==> config.mk <==
export PLATFORM = sky130hd
export DESIGN_NAME = cic_interp
export DESIGN_NICKNAME = d
export VERILOG_FILES = /design/src/rtl/cic_pkg.sv /design/src/rtl/cic_rate_ctrl.sv /design/src/rtl/cic_comb_chain.sv /design/src/rtl/cic_integ_chain.sv /design/src/rtl/cic_interp.sv
export SDC_FILE = /design/constraint.sdc
export NUM_CORES = 2
export LEC_CHECK = 0
export BUFFER_PORTS_ARGS = -buffer_cell sky130_fd_sc_hd__buf_4
export CAP_MARGIN = 20
export CORE_MARGIN = 2
export CORE_UTILIZATION = 53
export CTS_CLUSTER_DIAMETER = 80
export DETAILED_ROUTE_END_ITERATION = 7
export GPL_TIMING_DRIVEN = 1
export HOLD_SLACK_MARGIN = 0.05
export PLACE_DENSITY = 0.7
export REMOVE_ABC_BUFFERS = 1
export SYNTH_ARGS = -nofsm -noshare
export SYNTH_HDL_FRONTEND = slang
export SYNTH_HIERARCHICAL = 1
export SYNTH_SLANG_ARGS = --single-unit
==> constraint.sdc <==
create_clock -name clk -period 20.1 [get_ports clk]
set_input_delay 3.015 -clock clk [delete_from_list [all_inputs] [get_ports clk]]
set_output_delay 3.015 -clock clk [all_outputs]
set_load 0.005 [all_outputs]
==> src/rtl/cic_pkg.sv <==
`timescale 1ns/1ps
package cic_pkg;

    localparam int CIC_IN_W     = 16;
    localparam int CIC_OUT_W    = 24;
    localparam int CIC_STAGES   = 4;
    localparam int CIC_RATE_MIN = 8;
    localparam int CIC_RATE_MAX = 2048;

    // Accumulator width: input + stages*log2(Rmax) - (stages-1)
    function automatic int cic_acc_width(int in_w, int stages, int rate_max);
        return in_w + stages * $clog2(rate_max) - (stages - 1);
    endfunction

    // Bits needed to hold the largest rate value itself
    function automatic int cic_rate_width(int rate_max);
        return $clog2(rate_max + 1);
    endfunction

endpackage

==> src/rtl/cic_rate_ctrl.sv <==
`timescale 1ns/1ps
module cic_rate_ctrl #(
    parameter int RATE_MIN = 8,
    parameter int RATE_MAX = 2048,
    parameter int RATE_W   = 12,
    parameter int SHIFT_W  = 6
) (
    input  logic               clk,
    input  logic               rst,
    input  logic               cfg_load,
    input  logic [RATE_W-1:0]  cfg_rate,
    input  logic [SHIFT_W-1:0] cfg_shift,
    output logic [SHIFT_W-1:0] shift_q,
    output logic               in_req,
    output logic               flush
);

    localparam logic [RATE_W-1:0] LO = RATE_W'(RATE_MIN);
    localparam logic [RATE_W-1:0] HI = RATE_W'(RATE_MAX);

    logic [RATE_W-1:0] rate_q;
    logic [RATE_W-1:0] rate_sel;
    logic [RATE_W-1:0] phase_q;

    assign flush = rst | cfg_load;

    always_comb begin
        if (cfg_rate < LO)      rate_sel = LO;
        else if (cfg_rate > HI) rate_sel = HI;
        else                    rate_sel = cfg_rate;
    end

    always_ff @(posedge clk) begin
        if (rst) begin
            rate_q  <= LO;
            shift_q <= '0;
        end else if (cfg_load) begin
            rate_q  <= rate_sel;
            shift_q <= cfg_shift;
        end
    end

    always_ff @(posedge clk) begin
        if (flush)                       phase_q <= '0;
        else if (phase_q == rate_q - 1'b1) phase_q <= '0;
        else                             phase_q <= phase_q + 1'b1;
    end

    assign in_req = (phase_q == '0);

    // Checker: cycles elapsed since the previous request
    logic [RATE_W:0] gap_q;
    logic            seen_q;
    always_ff @(posedge clk) begin
        if (flush) begin
            gap_q  <= '0;
            seen_q <= 1'b0;
        end else if (in_req) begin
            gap_q  <= 1;
            seen_q <= 1'b1;
        end else begin
            gap_q  <= gap_q + 1'b1;
        end
    end

    AST_REQ_SPACING: assert property (@(posedge clk) disable iff (rst)
        (in_req && seen_q && !cfg_load) |-> (gap_q == {1'b0, rate_q}))
        else $error("request spacing differs from rate");

    AST_RATE_IN_RANGE: assert property (@(posedge clk) disable iff (rst)
        (rate_q >= LO) && (rate_q <= HI))
        else $error("rate outside legal range");

    AST_RATE_HELD: assert property (@(posedge clk) disable iff (rst)
        !cfg_load |=> $stable(rate_q))
        else $error("rate changed without a load");

endmodule

==> src/rtl/cic_comb_chain.sv <==
`timescale 1ns/1ps
module cic_comb_chain #(
    parameter int W      = 57,
    parameter int STAGES = 4
) (
    input  logic                clk,
    input  logic                flush,
    input  logic                in_valid,
    input  logic signed [W-1:0] in_data,
    output logic signed [W-1:0] comb_q
);

    logic signed [W-1:0] dly_q [STAGES];
    logic signed [W-1:0] diff  [STAGES+1];

    assign diff[0] = in_data;

    for (genvar i = 0; i < STAGES; i++) begin : g_comb
        assign diff[i+1] = diff[i] - dly_q[i];
        always_ff @(posedge clk) begin
            if (flush)         dly_q[i] <= '0;
            else if (in_valid) dly_q[i] <= diff[i];
        end
    end

    always_ff @(posedge clk) begin
        if (flush)         comb_q <= '0;
        else if (in_valid) comb_q <= diff[STAGES];
    end

    AST_COMB_HOLD: assert property (@(posedge clk) disable iff (flush)
        !in_valid |=> $stable(comb_q))
        else $error("differentiator moved without a sample");

endmodule

==> src/rtl/cic_integ_chain.sv <==
`timescale 1ns/1ps
module cic_integ_chain #(
    parameter int W       = 57,
    parameter int STAGES  = 4,
    parameter int OUT_W   = 24,
    parameter int SHIFT_W = 6
) (
    input  logic                clk,
    input  logic                rst,
    input  logic                flush,
    input  logic                in_valid,
    input  logic signed [W-1:0] comb_in,
    input  logic [SHIFT_W-1:0]  shift,
    output logic [OUT_W-1:0]    out_data
);

    logic                stuff_q;
    logic signed [W-1:0] acc_q [STAGES];
    logic signed [W-1:0] feed  [STAGES];

    // Zero-stuffing: the new differentiator result enters once per sample
    always_ff @(posedge clk) begin
        if (flush) stuff_q <= 1'b0;
        else       stuff_q <= in_valid;
    end

    for (genvar i = 0; i < STAGES; i++) begin : g_integ
        if (i == 0) begin : g_head
            assign feed[i] = stuff_q ? comb_in : '0;
        end else begin : g_tail
            assign feed[i] = acc_q[i-1];
        end
        always_ff @(posedge clk) begin
            if (flush) acc_q[i] <= '0;
            else       acc_q[i] <= acc_q[i] + feed[i];
        end
    end

    assign out_data = OUT_W'(acc_q[STAGES-1] >>> shift);

    AST_FLUSH_CLEARS: assert property (@(posedge clk) disable iff (rst)
        flush |=> (acc_q[STAGES-1] == '0) && (acc_q[0] == '0))
        else $error("accumulators not cleared by load");

    AST_IDLE_NO_FEED: assert property (@(posedge clk) disable iff (flush)
        !stuff_q |=> $stable(acc_q[0]))
        else $error("first accumulator moved on a stuffed zero");

endmodule

==> src/rtl/cic_interp.sv <==
`timescale 1ns/1ps
module cic_interp
    import cic_pkg::*;
#(
    parameter  int IN_W     = CIC_IN_W,
    parameter  int OUT_W    = CIC_OUT_W,
    parameter  int STAGES   = CIC_STAGES,
    parameter  int RATE_MIN = CIC_RATE_MIN,
    parameter  int RATE_MAX = CIC_RATE_MAX,
    localparam int RATE_W   = cic_rate_width(RATE_MAX),
    localparam int ACC_W    = cic_acc_width(IN_W, STAGES, RATE_MAX),
    localparam int SHIFT_W  = $clog2(ACC_W)
) (
    input  logic               clk,
    input  logic               rst,
    input  logic               cfg_load,
    input  logic [RATE_W-1:0]  cfg_rate,
    input  logic [SHIFT_W-1:0] cfg_shift,
    output logic               in_req,
    input  logic               in_valid,
    input  logic [IN_W-1:0]    in_data,
    output logic               out_valid,
    output logic [OUT_W-1:0]   out_data
);

    localparam int EXT_W = ACC_W - IN_W;

    logic                    flush;
    logic [SHIFT_W-1:0]      shift_q;
    logic signed [ACC_W-1:0] in_ext;
    logic signed [ACC_W-1:0] comb_q;

    assign in_ext = {{EXT_W{in_data[IN_W-1]}}, in_data};

    cic_rate_ctrl #(
        .RATE_MIN(RATE_MIN), .RATE_MAX(RATE_MAX),
        .RATE_W(RATE_W), .SHIFT_W(SHIFT_W)
    ) u_ctrl (
        .clk(clk), .rst(rst), .cfg_load(cfg_load),
        .cfg_rate(cfg_rate), .cfg_shift(cfg_shift),
        .shift_q(shift_q), .in_req(in_req), .flush(flush)
    );

    cic_comb_chain #(.W(ACC_W), .STAGES(STAGES)) u_comb (
        .clk(clk), .flush(flush), .in_valid(in_valid),
        .in_data(in_ext), .comb_q(comb_q)
    );

    cic_integ_chain #(
        .W(ACC_W), .STAGES(STAGES), .OUT_W(OUT_W), .SHIFT_W(SHIFT_W)
    ) u_integ (
        .clk(clk), .rst(rst), .flush(flush), .in_valid(in_valid),
        .comb_in(comb_q), .shift(shift_q), .out_data(out_data)
    );

    always_ff @(posedge clk) begin
        out_valid <= !flush;
    end

endmodule

==> results by group <==
Status
  • Status: finished, final reports clean

Timing
  • Number of setup violations in the final report: 0
  • Slew HR: 37.5%
  • Worst-case clock skew: 0.0249 ns
  • Count of final max-slew check failures: 0
  • Final cycle utilization of the critical path: 61.4%
  • Fin. Hold Viols: 0
  • Post-route setup slack: 7.75 ns
  • Max Fclk: 81.0 MHz
  • RSZ-0062 raised after global routing: no
  • Crit path time final: 12.35 ns
  • Setup TNS: 0 ns
  • Actual slew at the worst max-slew pin: 0.935 ns

Placed design
  • HPWL Detailed: 83300 µm
  • Buffers on Ports: 63
  • DP Worst Slack: 7.24 ns
  • RD Place Congestion: 0.965
  • Placed Cells: 6631

CTS
  • CTS buffer count: 69
  • Hold buffers post-CTS: 0
  • Clock Sink Count: 545
  • # H-tree levels: 3
  • Clock latency at the later pin of the worst-skew pair: 0.62 ns
  • CTS Root Cell: clkbuf_16
  • Number of gates resized after CTS: 0
  • Post-CTS setup buffer count: 0
  • Clk buf depth: 3
  • Worst-path clk slew: 0.06 ns
  • CTS tree: done

Worst setup path
  • Worst Path Required: 20.60 ns
  • Crit. Startpoint: in_data[15]
  • CP max-delay cell: buf_4
  • Worst Setup Start Kind: input pin
  • R2R Path Start: u_comb/dly_q[0][0]
  • R2r worst-path depth: 45
  • Critical Path End Type: register
  • Critical Path Max Stage Delay: 0.53 ns
  • Setup CP Type: in -> reg
  • FF-to-FF End: u_comb/comb_q[53]
  • Worst Setup EP: u_comb/comb_q[53]
  • CP arrival: 12.85 ns
  • Crit Path Max Fanout: 68
  • Worst R2R Setup Slack: 10.15 ns
  • Most used cell, CP: nand2_1

Min path
  • Worst hold path type: reg -> reg

Finish
  • Area grow syn2layout: 7.14%
  • Most frequent cells in the layout: nor2_1, a21oi_1, ha_1
  • N_diodes: 0
  • Finished Layout Cells: 6755
  • NumNets Final: 6035
  • Fraction of layout cells with a size suffix above 1: 6.99%
  • Commonest non-fill, non-tap cell in the layout: nor2_1

Routing
  • Vias: 38600
  • Routed Wire Length: 108000 µm
  • DRC violations left: 0
  • Routed len/inst: 15.9 µm
  • DR pass1 iterations: 6
  • Vias per std cell: 5.71
  • Antenna-violating nets left: 0
  • DRT iter0 DRCs: 1939

Synthesis
  • Avg Synthesized Cell Area: 8.34 µm²
  • Async set or reset register ratio after synthesis: 0%
  • Unique cell type count in the Yosys netlist: 122
  • Sequential fraction of the synthesis area: 28.1%
  • Main flop type after synthesis: dfxtp_1
  • Post-synth top area cell: edfxtp_1
  • Syn Inst Count: 5624
  • FF+latch count, synth: 545
  • Number of synthesized flops with an enable pin: 228
  • Cell area after synthesis: 46900 µm²
  • Top post-synthesis cells by area: edfxtp_1, dfxtp_1, ha_1, a21oi_1, a21o_1
  • Yosys top cell area share: 14.6%
  • Synth warn: 6

Job
  • # Max-Cap Violations: 0

Die
  • Die X: 301 µm
  • Die Ht: 301 µm
  • I/O Pins: 64
  • Core area: 88100 µm²
  • Initial Util: 53.2%
  • DIE AREA: 90900 µm²
  • Row cnt: 109

Global routing
  • First-pass GRT wire length: 179000 µm
  • Largest net degree at the start of global routing: 162
  • Initial antenna violation count: 0
  • Vias in the first global route: 37500
  • Tot GR Track Use: 23.4%
  • Total congestion overflow: 0

Power and ir drop
  • P_int: 3.78 mW
  • Power share of the clock group: 17.8%
  • Leakage: 21.5 nW
  • VDD IR max: 88.5 µV
  • PwrDens: 134 nW/µm²
  • Sequential power share: 19.0%
  • Net Switching: 2.97 mW
  • Combinational power share: 63.1%
  • Sw frac: 44.0%
## stage by stage
| stage | hold WS (ns) | area (µm²) | util, % | power, mW |
|---|---|---|---|---|
| after floorplan | 0.417 | 45900 | - | 4.73 |
| after global placement | 0.427 | 48000 | 54.5 | 5.46 |
| after detailed placement | 0.435 | 48000 | 54.5 | 5.53 |
| after CTS | 0.448 | 50200 | 57.0 | 6.76 |
| after global routing | 0.472 | 50300 | 57.0 | 7.34 |
| final | 0.441 | 50300 | 57.0 | 6.75 |
## worst min path at each step
stage                      startpoint  slack (ns)  depth (start not counted)                 to
finish              u_comb/comb_q[37]        0.44                          2  u_comb/comb_q[37]
global route        u_comb/comb_q[37]        0.47                          2  u_comb/comb_q[37]
CTS                 u_comb/comb_q[37]        0.45                          2  u_comb/comb_q[37]
detailed placement  u_comb/comb_q[37]        0.44                          2  u_comb/comb_q[37]
global placement    u_comb/comb_q[37]        0.43                          2  u_comb/comb_q[37]
floorplan           u_comb/comb_q[12]        0.42                          2  u_comb/comb_q[12]
## layout make-up
cell class / count / area (µm²)
fill: 8098 / 37800
clock inverter: 22 / 161
timing repair buffer: 84 / 663
multi-input combinational: 4481 / 31400
sequential: 545 / 13200
clock buffer: 101 / 2050
inverter: 357 / 1360
tap: 1165 / 1460
## Yosys cell counts (16+ instances only)
| cell type | instances |
|---|---|
| o21ai_1 | 36 |
| buf_1 | 16 |
| and2_1 | 279 |
| o211ai_1 | 41 |
| mux2_2 | 23 |
| a21boi_0 | 16 |
| inv_1 | 355 |
| dfxtp_1 | 317 |
| and3_1 | 45 |
| nor2_1 | 531 |
| o31ai_1 | 22 |
| a211oi_1 | 55 |
| mux4_2 | 46 |
| nand2b_1 | 53 |
| a31oi_1 | 72 |
| mux2i_1 | 69 |
| o21bai_1 | 73 |
| xnor2_1 | 238 |
| nand4_1 | 87 |
| nor3_1 | 106 |
| o21ai_0 | 265 |
| nor4_1 | 20 |
| or3_1 | 20 |
| o21a_1 | 62 |
| nand3_1 | 98 |
| buf_2 | 19 |
| xor2_1 | 167 |
| nor2b_1 | 84 |
| nand2_1 | 446 |
| a21oi_1 | 493 |
| ha_1 | 451 |
| edfxtp_1 | 228 |
| a21o_1 | 278 |
| clkbuf_1 | 193 |
## cell families after synthesis
| logic type | after synthesis | share of synthesized area, % |
|---|---|---|
| XOR/XNOR | 407 | 7.66 |
| adder cells (fa/ha/maj) | 459 | 12.4 |
| buffers and inverters | 598 | 5.02 |
| multiplexers | 147 | 4.46 |
| flip-flops | 545 | 28.1 |
| AND/OR/NAND/NOR | 1843 | 19.2 |
| AO/OA/AOI/OAI | 1625 | 23.2 |
## metal layers
layer  routed length, µm  track usage, %  share of wire [%]
met1               48100            28.6                 45
met2               51900            41.7                 48
met3                3130            2.38                2.9
met4                4390            9.90                4.1
met5                   0               0                  0
## state kept, by name, summed over array words and instances (netlist names)
name             count
u_comb/dly_q       228
u_ctrl/rate_q       12
u_ctrl/phase_q      12
out_valid            1
u_integ/stuff_q      1
u_ctrl/shift_q       6
u_integ/acc_q      228
u_comb/comb_q       57
## critical path: cells and delay by family
| kind | cells | cell delay [ns] |
|---|---|---|
| xor gates and xnor gates | 2 | 0.33 |
| and+or+nand+nor | 15 | 2.47 |
| AOI/OAI and AO/OA | 20 | 4.17 |
| adders and majority gates | 4 | 1.50 |
| muxes | 2 | 0.51 |
| buffers and inverters | 3 | 0.80 |
## power groups by stage
stage | Combinational [mW] | Sequential [mW] | Clock, mW
after floorplan | 3.41 | 1.31 | 0
after detailed placement | 4.22 | 1.31 | 0
after global placement | 4.16 | 1.30 | 0
after global routing | 4.77 | 1.30 | 1.28
after CTS | 4.23 | 1.29 | 1.24
final | 4.26 | 1.29 | 1.20
Note: power is estimated with default switching activity, not from simulation.
